File: config.mk
export PLATFORM = sky130hd
export DESIGN_NAME = ci_link_top
export DESIGN_NICKNAME = d
export VERILOG_FILES = /design/src/rtl/ci_pkg.sv /design/src/rtl/ci_rx_filter.sv /design/src/rtl/ci_tx_slot.sv /design/src/rtl/ci_link_top.sv
export SDC_FILE = /design/constraint.sdc
export NUM_CORES = 1
export LEC_CHECK = 0
export CORE_ASPECT_RATIO = 1.4
export CORE_UTILIZATION = 60
export DETAILED_ROUTE_END_ITERATION = 7
export DONT_BUFFER_PORTS = 1
export GPL_ROUTABILITY_DRIVEN = 0
export PLACE_DENSITY_LB_ADDON = 0.05
export SETUP_SLACK_MARGIN = 0.5
export SLEW_MARGIN = 5
export SYNTH_ARGS = -nofsm -noshare
export SYNTH_HDL_FRONTEND = slang
export SYNTH_SLANG_ARGS = --single-unit
File: constraint.sdc
create_clock -name clk -period 2.2 [get_ports clk]
set_clock_uncertainty 0.05 [all_clocks]
set_input_delay 0.11 -clock clk [delete_from_list [all_inputs] [get_ports clk]]
set_output_delay 0.11 -clock clk [all_outputs]
set_load 0.005 [all_outputs]
File: src/rtl/ci_pkg.sv
package ci_pkg;
  localparam int unsigned CI_MAXW = 8;
  typedef logic [CI_MAXW-1:0] ci_word_t;

  // Two codes agree on every bit selected by the mask.
  function automatic logic masked_same(ci_word_t a, ci_word_t b, ci_word_t m);
    return ((a ^ b) & m) == '0;
  endfunction

  // Saturating frame counter step.
  function automatic int unsigned sat_step(int unsigned cnt, int unsigned lim);
    return (cnt >= lim) ? lim : cnt + 1;
  endfunction
endpackage

File: src/rtl/ci_rx_filter.sv
module ci_rx_filter #(
  parameter int unsigned W = 4
) (
  input  logic         clk,
  input  logic         rst_n,
  input  logic         tick_i,
  input  logic         en_i,
  input  logic [W-1:0] mask_i,
  input  logic [W-1:0] rx_i,
  input  logic         rd_i,
  output logic [W-1:0] code_o,
  output logic         chg_o,
  output logic         latch_o
);
  import ci_pkg::*;

  logic [W-1:0] prev_q, code_q;
  logic         seen_q, chg_q;
  ci_word_t     rx_x, prev_x, code_x, mask_x;
  logic         stable, fresh, room;

  assign rx_x   = ci_word_t'(rx_i);
  assign prev_x = ci_word_t'(prev_q);
  assign code_x = ci_word_t'(code_q);
  assign mask_x = ci_word_t'(mask_i);

  assign stable  = seen_q && masked_same(rx_x, prev_x, mask_x);
  assign fresh   = !masked_same(rx_x, code_x, mask_x);
  assign room    = !chg_q || rd_i;
  assign latch_o = tick_i && en_i && stable && fresh && room;

  always_ff @(posedge clk or negedge rst_n) begin
    if (!rst_n) begin
      prev_q <= '1;
      seen_q <= 1'b0;
      code_q <= '1;
      chg_q  <= 1'b0;
    end else begin
      if (tick_i) begin
        prev_q <= rx_i;
        seen_q <= 1'b1;
      end
      if (latch_o) begin
        code_q <= rx_i;
        chg_q  <= 1'b1;
      end else if (rd_i) begin
        chg_q  <= 1'b0;
      end
    end
  end

  assign code_o = code_q;
  assign chg_o  = chg_q;
endmodule

File: src/rtl/ci_tx_slot.sv
module ci_tx_slot #(
  parameter int unsigned W        = 4,
  parameter int unsigned MIN_HOLD = 4
) (
  input  logic         clk,
  input  logic         rst_n,
  input  logic         tick_i,
  input  logic         wr_i,
  input  logic [W-1:0] wdata_i,
  input  logic         gate_i,
  output logic [W-1:0] act_o,
  output logic         adopt_o,
  output logic [W-1:0] tx_o
);
  import ci_pkg::*;
  localparam int unsigned CW = $clog2(MIN_HOLD + 1);

  logic [W-1:0]  act_q, pend_q;
  logic          pend_v;
  logic [CW-1:0] cnt_q;
  logic          hold_met;

  assign hold_met = int'(cnt_q) >= int'(MIN_HOLD);
  assign adopt_o  = tick_i && pend_v && hold_met;

  always_ff @(posedge clk or negedge rst_n) begin
    if (!rst_n) begin
      act_q  <= '1;
      pend_q <= '1;
      pend_v <= 1'b0;
      cnt_q  <= CW'(MIN_HOLD);
    end else begin
      if (tick_i)
        cnt_q <= adopt_o ? CW'(1) : CW'(sat_step(int'(cnt_q), MIN_HOLD));
      if (adopt_o)
        act_q <= pend_q;
      if (wr_i) begin
        pend_q <= wdata_i;
        pend_v <= 1'b1;
      end else if (adopt_o) begin
        pend_v <= 1'b0;
      end
    end
  end

  assign act_o = act_q;
  assign tx_o  = gate_i ? act_q : '1;
endmodule

File: src/rtl/ci_link_top.sv
module ci_link_top #(
  parameter int unsigned C0_W     = 4,
  parameter int unsigned C1_W     = 6,
  parameter int unsigned NARROW_W = 4,
  parameter int unsigned MIN_HOLD = 4
) (
  input  logic            clk,
  input  logic            rst_n,
  input  logic            frame_tick,
  input  logic [C0_W-1:0] ci0_rx,
  input  logic [C1_W-1:0] ci1_rx,
  input  logic            bus_held,
  input  logic            ch1_en,
  input  logic            ch1_narrow,
  input  logic            wr0,
  input  logic            wr1,
  input  logic [C1_W-1:0] wdata,
  input  logic            rd0,
  input  logic            rd1,
  output logic [C0_W-1:0] ci0_code,
  output logic [C1_W-1:0] ci1_code,
  output logic            ci0_chg,
  output logic            ci1_chg,
  output logic            irq,
  output logic [C0_W-1:0] ci0_tx,
  output logic [C1_W-1:0] ci1_tx
);
  localparam logic [C0_W-1:0] MASK0 = '1;

  logic [C1_W-1:0] mask1;
  logic            latch0, latch1;
  logic            adopt0, adopt1;
  logic [C0_W-1:0] act0;
  logic [C1_W-1:0] act1;

  generate
    if (C1_W > NARROW_W) begin : g_narrow
      localparam logic [C1_W-1:0] NMASK = {{(C1_W-NARROW_W){1'b0}}, {NARROW_W{1'b1}}};
      assign mask1 = ch1_narrow ? NMASK : '1;
    end else begin : g_full
      assign mask1 = '1;
    end
  endgenerate

  ci_rx_filter #(.W(C0_W)) rx0_i (
    .clk(clk), .rst_n(rst_n), .tick_i(frame_tick), .en_i(1'b1),
    .mask_i(MASK0), .rx_i(ci0_rx), .rd_i(rd0),
    .code_o(ci0_code), .chg_o(ci0_chg), .latch_o(latch0)
  );

  ci_rx_filter #(.W(C1_W)) rx1_i (
    .clk(clk), .rst_n(rst_n), .tick_i(frame_tick), .en_i(ch1_en),
    .mask_i(mask1), .rx_i(ci1_rx), .rd_i(rd1),
    .code_o(ci1_code), .chg_o(ci1_chg), .latch_o(latch1)
  );

  ci_tx_slot #(.W(C0_W), .MIN_HOLD(MIN_HOLD)) tx0_i (
    .clk(clk), .rst_n(rst_n), .tick_i(frame_tick), .wr_i(wr0),
    .wdata_i(wdata[C0_W-1:0]), .gate_i(bus_held),
    .act_o(act0), .adopt_o(adopt0), .tx_o(ci0_tx)
  );

  ci_tx_slot #(.W(C1_W), .MIN_HOLD(MIN_HOLD)) tx1_i (
    .clk(clk), .rst_n(rst_n), .tick_i(frame_tick), .wr_i(wr1),
    .wdata_i(wdata), .gate_i(ch1_en),
    .act_o(act1), .adopt_o(adopt1), .tx_o(ci1_tx)
  );

  assign irq = ci0_chg | ci1_chg;
endmodule

==> results of run 1 <==
-- per-layer routing --
layer  track usage (%)  wire length, um  vias up
li1                  -                -      637
met1             22.66             1507      668
met2             37.83             2267       38
met3             5.221              184        4
met4             7.692               38        0
met5                 0                0        -
-- worst register-to-register path, delay by kind of cell, from the launching register on --
kind | cells | cell delay [ns]
and+or+nand+nor | 1 | 0.22
xor gates and xnor gates | 1 | 0.08
muxes | 1 | 0.37
AOI/OAI and AO/OA | 2 | 0.45
DFF | 1 | 0.54
-- what timing repair did --
action / in CTS / in global routing
setup endpoints to repair: 10 / 10
endpoints found under the hold margin: 91 / 4
pin swaps: 2 / 2
hold buffers: 20 / 2
cloned: 0 / 0
resized for setup: 1 / 2
setup buffers: 1 / 0
-- state kept, by name (all words and copies together), names as in the netlist --
| name | count |
|---|---|
| tx0_i.cnt_q | 3 |
| tx0_i.pend_v | 1 |
| rx1_i.seen_q | 1 |
| rx0_i.prev_q | 4 |
| rx0_i.chg_o | 1 |
| tx1_i.pend_q | 6 |
| rx1_i.prev_q | 6 |
| rx1_i.code_o | 6 |
| rx0_i.code_o | 4 |
| tx1_i.pend_v | 1 |
| tx0_i.act_o | 4 |
| rx1_i.chg_o | 1 |
| tx1_i.act_o | 6 |
| tx0_i.pend_q | 4 |
| tx1_i.cnt_q | 3 |
-- power by group --
part | total (uW) | internal, uW | switching (uW)
logic | 630 | 368 | 262
registers | 1550 | 1360 | 185
clock network | 500 | 224 | 277
total | 2680 | 1950 | 724
-- cells in the mapped netlist (2+ instances only) --
library cell / count / area share [%]
o211ai_1: 2 / 0.64
dfstp_2: 42 / 47
or2_2: 2 / 0.53
a21boi_0: 2 / 0.64
mux2_1: 4 / 1.9
nand3_1: 7 / 1.5
inv_1: 8 / 1.3
ha_1: 4 / 2.1
mux2_2: 36 / 17
clkbuf_1: 3 / 0.48
xor2_1: 7 / 2.6
xnor2_1: 13 / 4.9
dfrtp_1: 9 / 9.6
o21ai_0: 2 / 0.43
nand4_1: 2 / 0.53
a21o_1: 3 / 0.96
nand2_1: 5 / 0.80
nand2b_1: 11 / 2.9
-- through the flow --
step / cell area (um2) / power, uW / setup WS [ns] / std cells / hold WS [ns]
final: 2721 / 2676 / 0.4024 / 241 / 0.08245
after global routing: 2721 / 2860 / 0.3396 / 241 / 0.1203
after CTS: 2688 / 2699 / 0.4267 / 239 / -0.09664
after detailed placement: 2375 / 2123 / 0.4099 / 210 / -0.2340
after global placement: 2375 / 2069 / 0.4319 / 210 / -0.2340
after floorplan: 2341 / 2008 / 0.5557 / 172 / -0.2356
-- worst max path at each step --
stage                      end  slack (ns)
2_1_floorplan  rx0_i.code_o[0]        0.56
5_1_grt        rx1_i.code_o[5]        0.34
3_3_place_gp   rx1_i.code_o[1]        0.43
3_5_place_dp   rx1_i.code_o[2]        0.41
4_1_cts        rx1_i.code_o[2]        0.43
6_report       rx1_i.code_o[2]        0.40
-- area by class of cell --
class / count / share of cell area, %
repair buffers: 23 / 9.011
flip-flops and latches: 51 / 48.83
clock buffers: 7 / 2.805
multi-input cells: 109 / 36.14
clock inverters: 1 / 0.1839
well taps: 42 / 1.931
inverters: 8 / 1.103
-- cell families (layout without fill, tap and decap cells) --
kind of cell	count (synthesis)	after routing	synth area share (%)
AOI/OAI and AO/OA	14	14	4.650
adders and majority gates	4	4	2.138
DFF	51	51	56.76
xor gates and xnor gates	20	20	7.483
buffers and inverters	12	39	2.085
and+or+nand+nor	31	31	7.642
muxes	40	40	19.24
==> results.md, run 1 <==
Outcome:
- The run finished with clean final reports.

Power:
- For this design the static power due to leakage is 0.001072 uW.
- The peak supply drop is around 0.78 mV.
- For this design the ratio of total power to cell area is 983.3 nW/um2.

Logic synthesis:
- For this run, the leading register cell type out of synthesis is dfstp_2.
- In the synthesized netlist, the number of instances is 172.
- The mean instance size in the synthesized netlist is 13.61 um2.
- Yosys printed 0 warnings.
- The area of the mapped netlist is 2341 um2.
- The fraction of registers with async set/reset is 100.0%.
- The number of nets handed over by synthesis was 202.
- For this run, the register share of the synthesized area comes to 56.76%.
- The synthesized flop and latch total is between 50 and 60.
- The count of different cell masters after synthesis is 28.
- Yosys mapped a number of flops with a built-in enable equal to 0.

Die:
- For this configuration, the core starts out at a cell density of between 60% and 70%.
- The core box area is 3676 um2.
- The number of placement rows is 26.
- The die span in x is 54.79 um.
- The die outline area is 4159 um2.
- Measured along the y axis, the die boundary spans 75.91 um.
- For this design the top-level I/O count stands at 49.

Final layout:
- The number of nets in the final layout is about 230.
- Once layout is complete, the utilization of the core stands at 74.03%.
- The post-route netlist has a little under half of its cells at a drive strength greater than 1.
- The number of fill cells is 252.
- In the final layout, the multi-input gates occupy 983.4 um2.
- The growth of design area from synthesis to finish is 16.25%.
- Leaving out fill and tap cells, the most frequent cell in the layout is dfstp_2.
- The footprint of the flip-flops and latches is 1329 um2.
- The number of antenna diodes in the final layout is 0.
- In the layout the commonest cells are 42 x dfstp_2, 36 x mux2_2, 21 x dlygate4sd3_1.

Drt:
- The via total after detailed routing is 1347.
- Dividing the detail-routed wire length by the instance count gives 16.59 um.
- The starting DRC count in detailed routing is 50.
- The number of detailed-route iterations in the first pass is 4.
- The post-detailed-route via-to-cell ratio is 5.589.
- Once detail routing completed, the nets flagged for antenna violations numbered 0.
- The final layout contains routed wiring with a total length of roughly 4000 um.
- In the routed design, unresolved DRC markers number 0.

Global routing:
- The via count of the first global-routing pass is 1486.
- The initial antenna violation count came to 0.
- Entering global routing, the biggest net connects 52 pins.
- The total congestion overflow is 0.
- The first global-routing pass estimated 6341 um of wire.
- The overall fraction of global-route tracks in use is 21.30%.

Timing:
- The number of hold-slack violations in the final timing report is 0.
- Adding up every negative setup slack in the final design gives 0 ns.
- Setup repair after global routing could not meet its margin everywhere.
- Setup violations remaining at the end of the flow were counted as 0.
- The share of the clock period used by the worst path after layout is 81.71%.
- For this run, the top clock speed supported by timing is 556.3 MHz.
- The number of pins with negative max-slew slack in the final report is 0.
- Measured against its own limit, the worst slew margin works out to 43.01%.
- Subtracting the final worst setup slack from the clock period gives 1.798 ns.
- The transition at the pin with the smallest max-transition slack is 0.8520 ns.

Worst setup path:
- The beginning of the worst register-to-register path is rx1_i.prev_q[3].
- At the worst endpoint, the arrival time is 1.97 ns.
- The peak fanout along the critical path is 6.
- In this run the number of cells on the critical path is 5.
- On the critical path the largest part of the delay comes from flip-flops.
- The category of the worst setup path capture point is a flop.
- Walking the worst path, the cells encountered are xor2_1, nor3_2, o2111ai_2, a21oi_4, mux2_2.
- The most critical setup path has its startpoint at rx1_i.prev_q[3].
- The worst register-to-register path has a setup slack of 0.40 ns.
- The largest individual stage delay along the critical path comes from the cell dfstp_2.
- STA classifies the critical path startpoint as a flop.
- Counting both buffers and inverters, the worst setup path holds a total of 0.
- On the worst path, the slowest cell contributes a delay of 0.54 ns.
- Data on the critical path is required at its endpoint by 2.37 ns.
- Counting cells, the worst reg-to-reg path comes to 5.
- The endpoint identified for the worst register-to-register timing path is rx1_i.code_o[2].
- The critical path is of the reg -> reg type.

CTS:
- CTS saw 51 sinks.
- The clock transition at the registers of the reported paths is about 0.09 ns.
- The level count of the clock H-tree is 2.
- At the later pin of the worst-skew pair, clock insertion delay measures between 0.2 and 0.3 ns.
- TritonCTS built the clock tree.
- The buffer type at the clock tree root is clkbuf_8.
- Counting the buffers created by CTS gives 5.
- Counting along the longest clock path gives a buffer depth of 2.

Placement:
- Input and output buffers added on the ports amount to 0.
- The wire-length estimate of the detail-placed layout is 2596 um.

Hold path:
- The worst hold path terminates at rx0_i.chg_o.
- Counting instances, the worst hold path has a depth of 3.
- In this run the most critical hold path is launched from ci0_rx[1].
- The path type of the worst min-delay path is in -> reg.

Job:
- The number of maximum-capacitance constraint violations is 0.
Power figures use the tool's default switching activity.
==> run 2: changes to the inputs <==
--- a/config.mk
+++ b/config.mk
@@ -5,8 +5,9 @@
 export SDC_FILE = /design/constraint.sdc
 export NUM_CORES = 1
 export LEC_CHECK = 0
+export ABC_AREA = 1
 export CORE_ASPECT_RATIO = 1.4
-export CORE_UTILIZATION = 60
+export CORE_UTILIZATION = 56
 export DETAILED_ROUTE_END_ITERATION = 7
 export DONT_BUFFER_PORTS = 1
 export GPL_ROUTABILITY_DRIVEN = 0
==> constraint.sdc (replaced) <==
create_clock -name clk -period 1.6 [get_ports clk]
set_clock_uncertainty 0.05 [all_clocks]
set_input_delay 0.08 -clock clk [delete_from_list [all_inputs] [get_ports clk]]
set_output_delay 0.08 -clock clk [all_outputs]
set_load 0.005 [all_outputs]
==> results.md, run 2 <==
Final layout:
- The number of nets in the final layout is roughly 350.
- The share of post-route cells with drive strength above 1 is 40.69%.
- The multi-input logic area is 1111 um2.
- The growth of design area from synthesis to finish is 24.62%.
- The most common cell after layout, fill and taps aside is nand2_1.
- The footprint of the flip-flops and latches is 1329 um2.
- The number of antenna diodes in the final layout is 0.
- After filler insertion, the fill cell instance count of the layout stands at 333.
- Leaving out fill and tap cells, the most frequent cells in the layout are 66 x nand2_1, 42 x dfstp_2, 29 x inv_1.
- The post-route cell area is 3078 um2.

Drt:
- The routed layout has around 1900 vias.
- After detailed routing, the number of vias per cell comes to 5.045.
- The starting DRC count in detailed routing is 92.
- The count of nets left with antenna violations once routing finished came out at 0.
- The total length of routed wires is 4880 um.
- The number of detailed-route iterations in the first pass is 4.
- In the final routed layout, each cell accounts on average for 12.94 um.
- The number of design rule violations left after detail routing is 0.

CTS:
- The clock latency reported for the late side of the worst-skew pair is 0.30 ns.
- The number of buffers inserted by hold repair at cts is 21.
- The CTS tree is built.
- The total clock buffers created by CTS is 5.
- The clock transition at the registers of the reported paths is 0.09 ns.
- The tree is rooted in a clkbuf_8.
- The level count of the clock H-tree is 2.
- The sink count of the clock tree is 51.
- The maximum number of buffers from clock root to sink is 2.

Global routing:
- The initial antenna violation count is 0.
- Global routing used 22.31% of the available tracks across all layers.
- The via count of the first global-routing pass is 1843.
- The wire length of the first global-routing pass is slightly below 8000 um.
- The largest net degree at the start of global routing is 52.
- Summed over all layers, the global routing overflow is 0.

Worst setup path:
- The peak fanout along the critical path is 6.
- The required arrival time at the worst endpoint is about 1.8 ns.
- The beginning of the worst register-to-register path is rx1_i.prev_q[0].
- The worst reg2reg path endpoint is rx1_i.code_o[3].
- The start-to-end type of the worst setup path is reg -> reg.
- Data arrives at the worst endpoint at 1.69 ns.
- The category of the worst setup path capture point is a flop.
- The worst setup path is launched from a flop.
- The reg2reg setup slack is 0.10 ns.
- For the worst flop-to-flop path, the logic depth is 9.

Logic synthesis:
- The number of synthesized flops with an enable pin is 0.
- Synthesis inferred 51 register bits.
- After synthesis, the largest area contributor takes up between 40 and 50% of total cell area.
- The synthesized netlist cell count is 282.
- The fraction of registers with async set/reset is 100.0%.
- The Yosys step of the flow raised 0 warnings.
- By area the synthesized netlist is led by dfstp_2 45%, nand2_1 13%, dfrtp_1 9.1%.
- nand2_1 is the most common cell in the netlist.
- Among all flip-flop cells after synthesis, the most frequent one is dfstp_2.
- The mapped netlist covers around 2500 um2.
- By count the netlist is led by 84 x nand2_1, 42 x dfstp_2, 41 x inv_1.
- Of all cell types, the one taking the most synthesized area is dfstp_2.
- Counting distinct cell types in the post-synthesis netlist gives 28.
- Of the synthesized area, sequential elements account for a little over half.
- The post-synth net total is roughly 310.
- The mean instance size in the synthesized netlist is between 8 and 9 um2.

Die:
- The number of primary I/O pins is 49.
- The overall die height is a little over 80 um.
- The number of placement rows is 28.
- The core box area is 4239 um2.
- The floorplan step defined a die boundary enclosing 4684 um2.
- The die span in x is 58.13 um.
- For this configuration, the core starts out at a cell density of 58.26%.

Outcome:
- The run finished, with violations left.
- The checks that failed: hold timing.

Timing:
- Setup repair after global routing could not meet its margin everywhere.
- The setup-violating endpoint count in the final report is 0.
- The tightest hold path in the finished design has a slack of -0.5846 ns.
- Adding up every negative setup slack in the final design gives 0 ns.
- The number of pins with negative max-slew slack in the final report came to 0.
- The transition at the pin with the smallest max-transition slack is 0.8162 ns.
- The share of the clock period used by the worst path after layout is 93.60%.
- The number of hold-slack violations in the final timing report is 51.
- The achievable frequency is 667.7 MHz.
- The worst-case headroom to the max-slew limit is 45.59%.
- The worst path in the final design needs a cycle of 1.498 ns, including I/O delays and setup.

Power:
- The design draws 3972 uW.
- Power spread over the standard cell area amounts to between 1000 and 1500 nW/um2.
- In this run, the clock network consumes between 10% and 20% of the power.
- The internal power is 2689 uW.
- In this run switching power makes up about a third of total power.
- For this design the total switching power over the nets is 1283 uW.
- Sequential cells burn a little over half of the power.
- The peak supply drop is 0.9607 mV.
- Combinational logic is responsible for 29.4% of the overall power.
- For this design the static power due to leakage is 0.001435 uW.

Placement:
- The count of buffers from port buffering is 0.
- The wire-length estimate of the detail-placed layout is 2973 um.
- The placed cell area is 2546 um2.

Job:
- The number of maximum-capacitance constraint violations is 0.

Hold path:
- The path type of the worst min-delay path is in -> async.
==> run 2: layout make-up <==
class,count,share of cell area (%)
inverters,46,5.691
well taps,60,2.439
clock inverters,2,0.4065
clock buffers,6,2.358
repair buffers,32,9.837
multi-input cells,180,36.10
flip-flops and latches,51,43.17
==> run 2: power by group through the flow <==
stage | registers (uW) | clock network, uW | logic, uW
finish | 2070 | 730 | 1170
global placement | 2060 | 0 | 775
floorplan | 2010 | 0 | 711
detailed placement | 2060 | 0 | 800
global route | 2120 | 786 | 1330
CTS | 2050 | 743 | 998
==> run 2: metal layers <==
metal	global-route usage [%]	wire length (um)	vias to the layer above
met5	0	0	-
met4	9.286	95	0
met3	4.670	196	9
met2	39.08	2574	54
met1	26.05	2013	892
li1	-	-	947
==> run 2: cells by family after synthesis <==
group | count (synthesis) | share of synthesized area [%]
buffers and inverters | 52 | 8.156
AND/OR/NAND/NOR | 122 | 22.44
AO/OA/AOI/OAI | 39 | 8.207
XOR/XNOR | 10 | 3.546
flip-flops | 51 | 53.80
adder cells (fa/ha/maj) | 4 | 2.026
multiplexers | 4 | 1.824
==> run 2: worst max path at each step <==
stage                               start         endpoint  slack [ns]  depth (start not counted)
after floorplan           rx1_i.prev_q[1]  rx1_i.code_o[0]        0.25                          9
after global placement    rx1_i.prev_q[2]  rx1_i.code_o[3]        0.16                          9
after detailed placement  rx1_i.prev_q[2]  rx1_i.code_o[4]        0.14                          9
after CTS                 rx1_i.prev_q[1]  rx1_i.code_o[5]        0.12                          9
after global routing      rx1_i.prev_q[2]  rx1_i.code_o[5]       0.005                          9
final                     rx1_i.prev_q[0]  rx1_i.code_o[3]        0.10                          9
==> run 2: timing repair <==
item / CTS / global route
hold endpoints to repair: 90 / 51
setup buffers: 4 / 5
endpoints found under the setup margin: 32 / 48
gates cloned: 2 / 0
pin swaps: 5 / 26
resized for setup: 20 / 38
==> run 2: per-stage QoR <==
| stage | std cells | setup WS (ns) | utilization, % |
|---|---|---|---|
| CTS | 372 | 0.1191 | 69.83 |
| floorplan | 282 | 0.2544 | - |
| global placement | 337 | 0.1644 | 60.06 |
| detailed placement | 337 | 0.1379 | 60.06 |
| global route | 377 | 0.005070 | 72.61 |
| finish | 377 | 0.1024 | 72.61 |
==> run 2: critical path, cell delays in order, from the launching register on <==
cell and delay (ns):
dfstp_2 0.55, inv_2 0.03, nand2_1 0.05, nand2_1 0.06, nor2_2 0.10, nand3_2 0.09
nor2_4 0.20, nand3_4 0.15, nand2_2 0.11, nand2_1 0.05
